### config.mk
export PLATFORM = sky130hd
export DESIGN_NAME = bus_speed_arbiter
export DESIGN_NICKNAME = d
export VERILOG_FILES = /design/src/rtl/bsa_pkg.sv /design/src/rtl/bsa_phase_sync.sv /design/src/rtl/bsa_addr_decode.sv /design/src/rtl/bsa_speed_ctrl.sv /design/src/rtl/bsa_stall_fsm.sv /design/src/rtl/bus_speed_arbiter.sv
export SDC_FILE = /design/constraint.sdc
export NUM_CORES = 1
export LEC_CHECK = 0
export BUFFER_PORTS_ARGS = -buffer_cell sky130_fd_sc_hd__buf_2
export CAP_MARGIN = 10
export CELL_PAD_IN_SITES_DETAIL_PLACEMENT = 0
export CELL_PAD_IN_SITES_GLOBAL_PLACEMENT = 2
export CORE_UTILIZATION = 22
export DETAILED_ROUTE_END_ITERATION = 8
export PLACE_DENSITY_LB_ADDON = 0.3
export SKIP_LAST_GASP = 1
export SYNTH_ARGS = -nofsm -noshare
export SYNTH_HDL_FRONTEND = slang
export SYNTH_HIERARCHICAL = 1
export SYNTH_SLANG_ARGS = --single-unit
### constraint.sdc
create_clock -name clk -period 1.8 [get_ports clk]
set_input_delay 0.09 -clock clk [delete_from_list [all_inputs] [get_ports clk]]
set_output_delay 0.09 -clock clk [all_outputs]
set_load 0.02 [all_outputs]
### src/rtl/bsa_pkg.sv
// Package: shared types for the bus speed arbiter.
// Assumes a single fast clock domain; encodings here are visible at the ports.
package bsa_pkg;

    // Memory that serves the current access (encoding appears on mem_target).
    typedef enum logic [1:0] {
        TGT_RAM    = 2'b00,
        TGT_SHADOW = 2'b01,
        TGT_LEGACY = 2'b10,
        TGT_CTRL   = 2'b11
    } target_e;

    // Stall sequencer states.
    typedef enum logic [1:0] {
        ST_IDLE   = 2'b00,
        ST_WAIT   = 2'b01,
        ST_STROBE = 2'b10,
        ST_DONE   = 2'b11
    } stall_state_e;

    // One-hot region hits from the address decoder.
    typedef struct packed {
        logic ctrl;
        logic io;
        logic rom;
        logic ram;
    } region_hit_t;

endpackage

### src/rtl/bsa_phase_sync.sv
// Module: bsa_phase_sync
// Brings the asynchronous legacy phase into the clk domain through a chain of
// STAGES flops, then flags single-cycle rising and falling edges of the
// synchronised level. Assumes the phase is much slower than clk.
module bsa_phase_sync #(
    parameter int STAGES = 2
) (
    input  logic clk,
    input  logic rst_n,
    input  logic phase_in,
    output logic rise_o,
    output logic fall_o
);

    logic [STAGES-1:0] sync_q;
    logic              prev_q;

    // Synchroniser chain plus one history flop for edge detection.
    always_ff @(posedge clk) begin
        if (!rst_n) begin
            sync_q <= '0;
            prev_q <= 1'b0;
        end else begin
            sync_q <= {sync_q[STAGES-2:0], phase_in};
            prev_q <= sync_q[STAGES-1];
        end
    end

    // Edge flags from the settled level and its history.
    always_comb begin
        rise_o = sync_q[STAGES-1] & ~prev_q;
        fall_o = ~sync_q[STAGES-1] & prev_q;
    end

    // Both edges never flag at once.
    assert_edges_exclusive_R7: assert property (@(posedge clk) disable iff (!rst_n)
        !(rise_o && fall_o));

    // A rise is followed by no second rise in the next cycle.
    assert_rise_single_R7: assert property (@(posedge clk) disable iff (!rst_n)
        rise_o |=> !rise_o);

endmodule

### src/rtl/bsa_addr_decode.sv
// Module: bsa_addr_decode
// Classifies an address into control register, I/O window, ROM window or RAM
// (in that priority) and names the memory that serves it. ROM reads come from
// the shadow copy only once fast mode is on; ROM writes always fill the shadow.
// Assumes ROM windows do not overlap the I/O window.
module bsa_addr_decode
    import bsa_pkg::*;
#(
    parameter int                  AW        = 16,
    parameter int                  ROM_N     = 2,
    parameter logic [ROM_N*AW-1:0] ROM_BASES = {16'hE000, 16'hA000},
    parameter logic [ROM_N*AW-1:0] ROM_LASTS = {16'hFFFF, 16'hBFFF},
    parameter logic [AW-1:0]       IO_BASE   = 16'hD000,
    parameter logic [AW-1:0]       IO_LAST   = 16'hDFFF,
    parameter logic [AW-1:0]       CTRL_ADDR = 16'h0002
) (
    input  logic        clk,
    input  logic        rst_n,
    input  logic [AW-1:0] addr_i,
    input  logic        rw_i,
    input  logic        fast_en_i,
    output region_hit_t hit_o,
    output target_e     target_o
);

    logic [ROM_N-1:0] rom_win_hit;

    // One comparator pair per ROM window.
    for (genvar gi = 0; gi < ROM_N; gi++) begin : g_rom_win
        always_comb begin
            rom_win_hit[gi] = (addr_i >= ROM_BASES[gi*AW +: AW]) &&
                              (addr_i <= ROM_LASTS[gi*AW +: AW]);
        end
    end

    // Priority region classification.
    always_comb begin
        hit_o      = '0;
        if (addr_i == CTRL_ADDR) begin
            hit_o.ctrl = 1'b1;
        end else if (addr_i >= IO_BASE && addr_i <= IO_LAST) begin
            hit_o.io   = 1'b1;
        end else if (|rom_win_hit) begin
            hit_o.rom  = 1'b1;
        end else begin
            hit_o.ram  = 1'b1;
        end
    end

    // Serving memory for the classified region.
    always_comb begin
        unique case (1'b1)
            hit_o.ctrl: target_o = TGT_CTRL;
            hit_o.io:   target_o = TGT_LEGACY;
            hit_o.rom:  target_o = (rw_i && !fast_en_i) ? TGT_LEGACY : TGT_SHADOW;
            default:    target_o = TGT_RAM;
        endcase
    end

    // Exactly one region is hit for every address.
    assert_one_region_R1: assert property (@(posedge clk) disable iff (!rst_n)
        $onehot(hit_o));

endmodule

### src/rtl/bsa_speed_ctrl.sv
// Module: bsa_speed_ctrl
// Holds the two-bit speed control register: bit 0 enables fast mode, bit 1
// forces every access slow. Loads only on a completed write to its address.
// Resets to all-slow with fast mode cleared.
module bsa_speed_ctrl (
    input  logic       clk,
    input  logic       rst_n,
    input  logic       wr_commit_i,
    input  logic [1:0] wdata_i,
    output logic       fast_en_o,
    output logic       force_slow_o
);

    // Control register update on a committed write.
    always_ff @(posedge clk) begin
        if (!rst_n) begin
            fast_en_o    <= 1'b0;
            force_slow_o <= 1'b0;
        end else if (wr_commit_i) begin
            fast_en_o    <= wdata_i[0];
            force_slow_o <= wdata_i[1];
        end
    end

    // Leaving reset always starts in slow mode.
    assert_reset_slow_R5: assert property (@(posedge clk) disable iff (!rst_n)
        $rose(rst_n) |-> (!fast_en_o && !force_slow_o));

    // The register changes only after a committed write.
    assert_ctrl_stable_R6: assert property (@(posedge clk) disable iff (!rst_n)
        !wr_commit_i |=> $stable({fast_en_o, force_slow_o}));

endmodule

### src/rtl/bsa_stall_fsm.sv
// Module: bsa_stall_fsm
// Sequences one slow access: after the decode cycle it waits for a
// synchronised phase rise, runs the strobe through the high phase, and on the
// fall releases ready for exactly one cycle. Fast accesses pass straight
// through in the idle state. Assumes the processor holds its request until ready.
module bsa_stall_fsm
    import bsa_pkg::*;
(
    input  logic clk,
    input  logic rst_n,
    input  logic valid_i,
    input  logic need_slow_i,
    input  logic rise_i,
    input  logic fall_i,
    output logic ready_o,
    output logic strobe_o
);

    stall_state_e state_q;
    stall_state_e state_d;

    // Next-state selection for the slow-access sequence.
    always_comb begin
        state_d = state_q;
        unique case (state_q)
            ST_IDLE:   if (valid_i && need_slow_i) state_d = ST_WAIT;
            ST_WAIT:   if (rise_i)                 state_d = ST_STROBE;
            ST_STROBE: if (fall_i)                 state_d = ST_DONE;
            default:                               state_d = ST_IDLE;
        endcase
    end

    // State register.
    always_ff @(posedge clk) begin
        if (!rst_n) state_q <= ST_IDLE;
        else        state_q <= state_d;
    end

    // Handshake outputs from the state.
    always_comb begin
        ready_o  = ((state_q == ST_IDLE) && !(valid_i && need_slow_i)) ||
                   (state_q == ST_DONE);
        strobe_o = (state_q == ST_STROBE);
    end

    // The release cycle lasts exactly one clock.
    assert_done_single_R7: assert property (@(posedge clk) disable iff (!rst_n)
        (state_q == ST_DONE) |=> (state_q == ST_IDLE));

    // The strobe starts only after a synchronised rise.
    assert_strobe_start_R7: assert property (@(posedge clk) disable iff (!rst_n)
        $rose(strobe_o) |-> $past(rise_i));

    // The strobe ends on a synchronised fall and hands over to ready.
    assert_strobe_end_R7: assert property (@(posedge clk) disable iff (!rst_n)
        $fell(strobe_o) |-> ($past(fall_i) && ready_o));

    // Ready and strobe are never high together.
    assert_strobe_stalls_R7: assert property (@(posedge clk) disable iff (!rst_n)
        strobe_o |-> !ready_o);

endmodule

### src/rtl/bus_speed_arbiter.sv
// Module: bus_speed_arbiter (top)
// Decides per processor access whether it finishes at full speed from local
// RAM or the ROM shadow, or is held and aligned to the legacy bus phase.
// Assumes cpu_addr, cpu_rw and cpu_wdata_lo stay stable while cpu_valid is
// high and cpu_ready is low, and that slow_phase_in is far slower than clk.
module bus_speed_arbiter
    import bsa_pkg::*;
#(
    parameter int              AW          = 16,
    parameter int              SYNC_STAGES = 2,
    parameter bit              ALL_WR_SLOW = 1'b0,
    parameter logic [AW-1:0]   IO_BASE     = 16'hD000,
    parameter logic [AW-1:0]   IO_LAST     = 16'hDFFF,
    parameter logic [AW-1:0]   CTRL_ADDR   = 16'h0002,
    parameter int              ROM_N       = 2,
    parameter logic [ROM_N*AW-1:0] ROM_BASES = {16'hE000, 16'hA000},
    parameter logic [ROM_N*AW-1:0] ROM_LASTS = {16'hFFFF, 16'hBFFF}
) (
    input  logic          clk,
    input  logic          rst_n,
    input  logic          slow_phase_in,
    input  logic          cpu_valid,
    input  logic [AW-1:0] cpu_addr,
    input  logic          cpu_rw,
    input  logic [1:0]    cpu_wdata_lo,
    output logic          cpu_ready,
    output logic          slow_strobe,
    output logic [1:0]    mem_target
);

    region_hit_t hit;
    target_e     target;
    logic        fast_en;
    logic        force_slow;
    logic        need_slow;
    logic        ctrl_commit;
    logic        phase_rise;
    logic        phase_fall;

    bsa_phase_sync #(.STAGES(SYNC_STAGES)) u_sync (
        .clk      (clk),
        .rst_n    (rst_n),
        .phase_in (slow_phase_in),
        .rise_o   (phase_rise),
        .fall_o   (phase_fall)
    );

    bsa_addr_decode #(
        .AW        (AW),
        .ROM_N     (ROM_N),
        .ROM_BASES (ROM_BASES),
        .ROM_LASTS (ROM_LASTS),
        .IO_BASE   (IO_BASE),
        .IO_LAST   (IO_LAST),
        .CTRL_ADDR (CTRL_ADDR)
    ) u_decode (
        .clk       (clk),
        .rst_n     (rst_n),
        .addr_i    (cpu_addr),
        .rw_i      (cpu_rw),
        .fast_en_i (fast_en),
        .hit_o     (hit),
        .target_o  (target)
    );

    bsa_speed_ctrl u_ctrl (
        .clk          (clk),
        .rst_n        (rst_n),
        .wr_commit_i  (ctrl_commit),
        .wdata_i      (cpu_wdata_lo),
        .fast_en_o    (fast_en),
        .force_slow_o (force_slow)
    );

    // Slow decision: mode, I/O window, and optionally every write.
    always_comb begin
        need_slow = !fast_en || force_slow || hit.io || (ALL_WR_SLOW && !cpu_rw);
    end

    // A control write takes effect when its access completes.
    always_comb begin
        ctrl_commit = cpu_valid && cpu_ready && !cpu_rw && hit.ctrl;
    end

    bsa_stall_fsm u_fsm (
        .clk         (clk),
        .rst_n       (rst_n),
        .valid_i     (cpu_valid),
        .need_slow_i (need_slow),
        .rise_i      (phase_rise),
        .fall_i      (phase_fall),
        .ready_o     (cpu_ready),
        .strobe_o    (slow_strobe)
    );

    // Drive the target code onto the port.
    always_comb begin
        mem_target = target;
    end

    // A legacy-bus access completes only after a strobe phase.
    assert_legacy_strobed_R3: assert property (@(posedge clk) disable iff (!rst_n)
        (cpu_valid && cpu_ready && (mem_target == TGT_LEGACY)) |-> $past(slow_strobe));

    // In force-slow mode every completion follows a strobe phase.
    assert_force_slow_R6: assert property (@(posedge clk) disable iff (!rst_n)
        (force_slow && cpu_valid && cpu_ready) |-> $past(slow_strobe));

    // Fast-mode RAM and shadow accesses never stall.
    assert_fast_no_stall_R1: assert property (@(posedge clk) disable iff (!rst_n)
        (cpu_valid && !$past(cpu_valid) && fast_en && !force_slow && !hit.io &&
         (cpu_rw || !ALL_WR_SLOW)) |-> cpu_ready);

    // With no access pending the port is quiet.
    assert_idle_quiet_R9: assert property (@(posedge clk) disable iff (!rst_n)
        (!cpu_valid && !$past(cpu_valid)) |-> (cpu_ready && !slow_strobe));

    // Simplified build: every write waits for the legacy phase.
    if (ALL_WR_SLOW) begin : g_all_wr_chk
        assert_write_slow_R4: assert property (@(posedge clk) disable iff (!rst_n)
            (cpu_valid && cpu_ready && !cpu_rw) |-> $past(slow_strobe));
    end

endmodule

## After elaboration in Yosys (flattened, before gate mapping)

Index checks and enable logic that the tools add are counted.
W data, S select, Z words.

| cells by class | value |
|---|---|
| bitwise gates (word level) | 4 |
| eq/ne operators | 7 |
| reductions and logical operators | 18 |
| muxes and demuxes | 12 |
| order comparisons | 6 |

Operator list:

| cell | number |
|---|---|
| $ge A16 B16 Y1 const B | 3 |
| $le A16 B16 Y1 const B | 3 |
| $eq A16 B2 Y1 const B | 1 |
| $pmux W2 S3 | 2 |
| $mux W2 | 5 |
| $logic_and A1 B1 Y1 | 9 |
| $eq A2 B2 Y1 const B | 2 |
| $mux W1 | 4 |
| $ne A2 B2 Y1 const B | 2 |
| $logic_not A1 Y1 | 3 |
| $logic_or A1 B1 Y1 | 3 |
| $mux W3 | 1 |
| $reduce_and A3 Y1 | 1 |
| $and A1 B1 Y1 | 2 |
| $eq A2 B1 Y1 const B | 1 |
| $logic_not A2 Y1 | 1 |
| $ne A2 B1 Y1 const B | 1 |
| $not A1 Y1 | 2 |
| $reduce_or A2 Y1 | 1 |

| storage, ports and cells | value |
|---|---|
| output and inout port bits | 4 |
| register bits after elaboration | 7 |
| bits of input ports | 23 |

## Longest topological paths before layout

Gate-level depths: netlist (run 1).

| logic depth | value |
|---|---|
| word-level depth | 14 |
| mapped depth | 8 |
| depth with buffers taken out | 8 |

## By module

Netlist (run 1), hierarchy kept.

By module, submodules not included:

| module | area each (µm²) | instances | cells an instance | sequential area each (µm²) |
|---|---|---|---|---|
| bsa_stall_fsm | 188.9 | 1 | 21 | 40.0 |
| bsa_addr_decode | 96.3 | 1 | 14 | 0.0 |
| bsa_phase_sync | 91.3 | 1 | 8 | 60.1 |
| bsa_speed_ctrl | 72.6 | 1 | 6 | 40.0 |
| bus_speed_arbiter | 18.8 | 1 | 2 | 0.0 |

## Least setup slack after synthesis (run 1)

Ideal clock, no wire load.

| timing path | value |
|---|---|
| path type | register -> register |
| start | reg u_fsm.state_q[0] |
| end | reg u_ctrl.fast_en_o |
| buffers on the path | 0 |
| path slack | 0.161 ns |
| arrival | 1.523 ns |
| stages on the path, launching flop included | 8 |
| cell sequence | dfxtp_1 -> inv_1 -> ha_1 -> a21boi_1 -> or2_2 -> and4b_1 -> mux2i_1 -> nor2b_1 |

| on the way | value |
|---|---|
| longest elaborated chain between the ends | 6 |

Ends and longest elaborated chain:

| item | line | RTL |
|---|---|---|
| from (decl) | bsa_stall_fsm.sv:19 | `stall_state_e state_q;` |
| from (signal assigned) | bsa_stall_fsm.sv:36 | `else state_q <= state_d;` |
| $logic_not A2 Y1 | bsa_stall_fsm.sv:41 | `ready_o = ((state_q == ST_IDLE) && !(valid_i && need_slow_i)) \|\|` |
| $logic_and A1 B1 Y1 | bsa_stall_fsm.sv:41 |  |
| $logic_or A1 B1 Y1 (*) | bsa_stall_fsm.sv:41 |  |
| via cpu_ready | bus_speed_arbiter.sv:26 | `output logic cpu_ready,` |
| $logic_and A1 B1 Y1 (*) (3 in a row) | bus_speed_arbiter.sv:82 | `ctrl_commit = cpu_valid && cpu_ready && !cpu_rw && hit.ctrl;` |
| via ctrl_commit | bus_speed_arbiter.sv:36 | `logic ctrl_commit;` |
| to (signal assigned) | bsa_speed_ctrl.sv:20 | `fast_en_o <= wdata_i[0];` |
| to (decl) | bsa_speed_ctrl.sv:10 | `output logic fast_en_o,` |

The timed path passes the listed nets; every way through them passes the cells marked *.
A chain may end at the register's enable or synchronous reset.

## Worst setup path after layout (run 1)

| timing path | value |
|---|---|
| start | reg u_ctrl.fast_en_o |
| end | reg u_ctrl.force_slow_o |

| on the way | value |
|---|---|
| longest elaborated chain between the ends | 10 |

Ends and longest elaborated chain:

| item | line | RTL |
|---|---|---|
| $logic_not A1 Y1 | bus_speed_arbiter.sv:77 | `need_slow = !fast_en \|\| force_slow \|\| hit.io \|\| (ALL_WR_SLOW && !cpu_rw);` |
| $logic_or A1 B1 Y1 (2 in a row) | bus_speed_arbiter.sv:77 |  |
| via need_slow | bus_speed_arbiter.sv:35 | `logic need_slow;` |
| $logic_and A1 B1 Y1 | bsa_stall_fsm.sv:41 |  |
| $logic_not A1 Y1 | bsa_stall_fsm.sv:41 |  |
| $logic_and A1 B1 Y1 | bsa_stall_fsm.sv:41 |  |
| $logic_or A1 B1 Y1 | bsa_stall_fsm.sv:41 |  |
| $logic_and A1 B1 Y1 (3 in a row) | bus_speed_arbiter.sv:82 |  |
| via ctrl_commit | bus_speed_arbiter.sv:36 |  |
| to (signal assigned) | bsa_speed_ctrl.sv:21 | `force_slow_o <= wdata_i[1];` |
| to (decl) | bsa_speed_ctrl.sv:11 | `output logic force_slow_o` |

The timed path passes the listed nets, and every way through them passes these cells.

==> impl_metrics.csv, run 1 <==
group,metric,value,unit
cells_and_area,drive_gt1_share,45.1,%
cells_and_area,regArea,140,sq um
critical_path,r2r_setup_slack,190,ps
global_routing,grt-ovfl-total,0,
sta,relSlewSlack,77.3,%
routing,dr.first_iter.drc_count,4,
critical_path,path_buf_inv,0,
power,p_leak,0.000337,uW
global_routing,grt_max_degree,10,
global_routing,antenna_found_initial,0,
cells_and_area,multi_input_area,300,sq um
min_path,worstHoldPathCells,2,
clocking,ctsHoldBuffers,0,
floorplan,num_rows,16,
clocking,clock_path_buffers,2,
min_path,min_to,"u_sync/sync_q[0]",
routing,dr.pass1.iters,4,
clocking,ctsResizeCount,0,
critical_path,reg2reg_depth,6,
floorplan,initial_core_util,23.6,%
critical_path,rr_endpoint,"u_ctrl/force_slow_o",
clocking,cts_tree,"yes",
routing,drtAntennaViolNets,0,
routing,vias,444,
critical_path,startpoint_type,"register",
clocking,clk_pin_slew,60,ps
placed_design,port_buffers,26,
floorplan,fp.coreArea,1960,sq um
routing,finalWirelength,1.01,mm
yosys,yosys_warnings,6,
yosys,synth_area,463,sq um
flow_run,max_cap_violations,0,
critical_path,crit_path_cell_trace,"or3b_1 -> a21boi_1 -> or2_2 -> and4b_1 -> mux2i_1 -> nor2b_1",
sta,fin_crit_sh,89.4,%
critical_path,worstPathMaxFanout,3,
power,ir_drop,0.362,mV
critical_path,critical-path-slowest-cell,"or3b_1",
clocking,clock_latency,250,ps
sta,skew,3.14,ps
sta,finalHoldViolCount,0,
min_path,hold_class,"primary input to register",
global_routing,grt_first_pass_wirelength,1.71,mm
global_routing,grt_usage,11.6,%
yosys,synth.net_count,78,
sta,worst_pin_slew,340,ps
cells_and_area,syn2layout_area_growth,44.6,%
critical_path,required,1950,ps
global_routing,grt_pass1_vias,407,
power,p_per_area,928,nW/um^2
clocking,numCtsBuffers,3,
sta,slew_viol_final,0,
routing,drt-vias-per-instance,4.07,
routing,drc,0,
floorplan,die_w,47.9,um
floorplan,io_pins,27,
cells_and_area,fill_cells,224,
clocking,cts.sinks,7,
cells_and_area,nets,111,
sta,max_freq,0.622,GHz
min_path,worstHoldStart,"slow_phase_in",
sta,setup_viol,0,
critical_path,critical-path-top-delay-family,"simple AND/OR/NAND/NOR gates",
sta,fin_tns_setup,0,ps
floorplan,die_h,47.9,um
critical_path,worst_ep_arrival_time,1760,ps
power,total_power,621,uW
status,status,"complete, no violations",
sta,rsz0062_at_grt,"false",
clocking,post_cts_buffers,0,
yosys,avgSynthCellArea,9.26,sq um
placed_design,place_congestion,0.711,
placed_design,hpwl,880,um
critical_path,path_class,"register to register",
critical_path,cp-end-kind,"register",
floorplan,die_area,2290,sq um
critical_path,r2r_start,"u_ctrl/fast_en_o",
cells_and_area,antenna_cells,0,
clocking,clk_root_buffer_cell,"clkbuf_4",
critical_path,max_stage_delay,350,ps
clocking,cts.htree.levels,1,
yosys,synthCells,50,
routing,routedWlPerCell,9.24,um
sta,fin_crit,1610,ps
## per-stage QoR
stage / instances / cell area (sq um) / utilization (%) / hold WS, ps / setup WS (ps)
finish: 109 / 669 / 34.1 / 34.5 / 191
global route: 109 / 669 / 34.1 / 29.4 / 65.0
floorplan: 50 / 463 / - / 212 / 161
global placement: 105 / 642 / 32.7 / 292 / 163
CTS: 109 / 669 / 34.1 / 22.1 / 178
detailed placement: 105 / 642 / 32.7 / 296 / 178
## worst reg2reg max path: stages (launching register included)
cell and delay (ps):
dfxtp_1 340, or3b_1 350, a21boi_1 180, or2_2 140, and4b_1 240, mux2i_1 190, nor2b_1 60
## how the worst max path moves through the flow
stage               depth (start not counted)                   to             start
floorplan                                   7     u_ctrl/fast_en_o  u_fsm/state_q[0]
global placement                            6  u_ctrl/force_slow_o  u_ctrl/fast_en_o
detailed placement                          8  u_ctrl/force_slow_o      cpu_addr[15]
CTS                                         6  u_ctrl/force_slow_o  u_ctrl/fast_en_o
global route                                6  u_ctrl/force_slow_o  u_ctrl/fast_en_o
finish                                      6  u_ctrl/force_slow_o  u_ctrl/fast_en_o
## cell usage in the layout (no fill, tap or decap), types with 2 or more instances in the layout
cell	count
a21o_2	2
and2_1	3
buf_2	26
buf_4	2
clkbuf_4	3
dfxtp_1	7
ha_1	5
inv_1	6
mux2i_1	5
nand2_1	5
nor2b_1	4
nor4_1	3
## layer usage
metal | vias up | global-route usage (%) | share of wire, %
met4 | 0 | 6.67 | 1.2
met2 | 18 | 17.8 | 51
li1 | 235 | - | -
met5 | - | 0 | 0
met1 | 189 | 13.1 | 43
met3 | 2 | 5.66 | 4.6
## power by group
| part | internal [uW] | switching, uW |
|---|---|---|
| registers | 177 | 9.99 |
| logic | 141 | 148 |
| clock network | 81.4 | 63.1 |
## registers in the layout (all words and copies together) (netlist names)
register,cells
u_sync/sync_q,2
u_fsm/state_q,2
u_ctrl/fast_en_o,1
u_ctrl/force_slow_o,1
u_sync/prev_q,1
## layout make-up
class                      count  share of cell area (%)
clock buffer                   3                    3.36
tap                           27                    5.05
timing repair buffer          28                    21.7
sequential                     7                    20.9
inverter                       6                    3.36
multi-input combinational     37                    44.9
clock inverter                 1                   0.748
Note: power is estimated with default switching activity, not from simulation.
==> run 2, diff against run 1 <==
CORE_UTILIZATION = 20   (was 22)
clock period = 1.4 ns   (was 1.8 ns; I/O delays follow)
==> impl_metrics.csv, run 2 (synthesis results as in run 1) <==
group,metric,value,unit
power,intPower,626,uW
sta,setup_slack,-150,ps
power,seq_power_share,26.7,%
critical_path,path_buf_inv,0,
sta,skew,5.81,ps
status,status,"finished, violations left",
placed_design,place_congestion,0.686,
power,p_leak,0.000380,uW
routing,dr.first_iter.drc_count,3,
routing,vias,471,
clocking,clock_latency,250,ps
critical_path,critical-path-top-delay-family,"simple AND/OR/NAND/NOR gates",
sta,setup_viol,3,
routing,drt-vias-per-instance,3.96,
min_path,hold_class,"primary input to register",
placed_design,port_buffers,26,
power,p_sw_share,33.3,%
cells_and_area,antenna_cells,0,
min_path,worstHoldPathCells,2,
power,combPwrFrac,54.3,%
floorplan,die_h,50.1,um
critical_path,cp-end-kind,"register",
clocking,clk_pin_slew,50,ps
critical_path,startpoint_type,"register",
sta,relSlewSlack,81.4,%
power,ir_drop,0.628,mV
floorplan,fp.coreArea,2190,sq um
sta,fin_crit,1550,ps
clocking,cts_tree,"yes",
critical_path,worst_ep_arrival_time,1690,ps
global_routing,grt_pass1_vias,433,
routing,drc,0,
sta,worst_pin_slew,275,ps
min_path,worstHoldStart,"slow_phase_in",
clocking,numCtsBuffers,3,
floorplan,num_rows,17,
global_routing,grt_usage,8.65,%
global_routing,antenna_found_initial,0,
critical_path,r2r_setup_slack,-150,ps
floorplan,io_pins,27,
critical_path,path_class,"register to register",
critical_path,r2r_start,"u_ctrl/fast_en_o",
sta,finalHoldViolCount,0,
sta,max_freq,0.645,GHz
floorplan,initial_core_util,21.1,%
power,clkPwrFrac,19.0,%
clocking,cts.htree.levels,1,
placed_design,hpwl,903,um
floorplan,die_w,50.1,um
cells_and_area,syn2layout_area_growth,67.3,%
sta,fin_crit_sh,111,%
floorplan,die_area,2510,sq um
critical_path,max_stage_delay,350,ps
flow_run,max_cap_violations,0,
routing,finalWirelength,1.04,mm
critical_path,crit_path_cell_trace,"or3b_1 -> a21boi_2 -> or2_4 -> and4b_2 -> mux2i_1 -> nor2b_1",
routing,routedWlPerCell,8.74,um
cells_and_area,final_cell_mix,"buf_2 (26), buf_4 (11), mux2i_1 (5), nand2_1 (5)",
power,p_per_area,1210,nW/um^2
cells_and_area,layout_commonest_cell,"buf_2",
status,violations,"setup timing",
cells_and_area,drive_gt1_share,59.3,%
power,total_power,938,uW
critical_path,critical-path-slowest-cell,"or3b_1",
global_routing,grt-ovfl-total,0,
cells_and_area,largestRegisters,"u_fsm/state_q (2), u_sync/sync_q (2)",
critical_path,reg2reg_depth,6,
routing,dr.pass1.iters,4,
cells_and_area,nets,120,
min_path,min_to,"u_sync/sync_q[0]",
sta,slew_viol_final,0,
clocking,clk_root_buffer_cell,"clkbuf_4",
critical_path,worstPathMaxFanout,2,
power,power.switching,312,uW
global_routing,grt_max_degree,10,
critical_path,rr_endpoint,"u_ctrl/force_slow_o",
clocking,clock_path_buffers,2,
sta,rsz0062_at_grt,"true",
global_routing,grt_first_pass_wirelength,1.67,mm
critical_path,required,1540,ps
clocking,cts.sinks,7,
routing,drtAntennaViolNets,0,
sta,fin_tns_setup,-318,ps
run 2: cell types whose count changed in the layout (fill, tap and decap cells not counted), sizes merged:
cell,before,now
buf,28,37
clkbuf,3,4
clkinv,1,0
run 2: power groups by stage:
stage / clock network (uW) / logic (uW) / registers [uW]
final: 178 / 509 / 251
after global routing: 199 / 561 / 253
after CTS: 189 / 504 / 252
after detailed placement: 0 / 442 / 247
after global placement: 0 / 441 / 246
after floorplan: 0 / 239 / 256
run 2: cell type report:
type	count	area, sq um
sequential	7	144
clock buffer	4	26.3
multi-input combinational	37	334
inverter	6	22.5
timing repair buffer	37	213
tap	28	35.0
fill	251	1420
run 2: worst max-delay path by stage:
stage | startpoint | cells past startpoint | to | slack [ps]
floorplan | u_ctrl/force_slow_o | 6 | u_ctrl/fast_en_o | -170
global placement | u_ctrl/force_slow_o | 6 | u_ctrl/fast_en_o | -160
detailed placement | u_ctrl/fast_en_o | 6 | u_ctrl/force_slow_o | -230
CTS | u_ctrl/force_slow_o | 6 | u_ctrl/force_slow_o | -210
global route | u_ctrl/fast_en_o | 6 | u_ctrl/force_slow_o | -240
finish | u_ctrl/fast_en_o | 6 | u_ctrl/force_slow_o | -150
run 2: stage by stage:
stage / std cells / hold WS (ps) / worst slack (ps) / area [sq um] / util (%)
2_1_floorplan: 50 / 192 / -172 / 469 / -
3_3_place_gp: 114 / 272 / -155 / 709 / 32.4
3_5_place_dp: 114 / 277 / -230 / 709 / 32.4
4_1_cts: 119 / 20.0 / -209 / 771 / 35.2
5_1_grt: 119 / 15.4 / -244 / 774 / 35.4
6_report: 119 / 27.2 / -150 / 774 / 35.4
run 2: timing repair:
action                     in CTS  in global routing
resized for setup               8                  2
pin swaps                       5                  3
setup endpoints to repair       5                  4
buffers inserted                2                  0
hold buffers                    0                  0
run 2: per-layer routing:
layer  share of wire (%)  track usage [%]
met5                   0                0
met4                   0             1.43
met3                 6.1             4.32
met2                  52             14.9
met1                  42             9.52
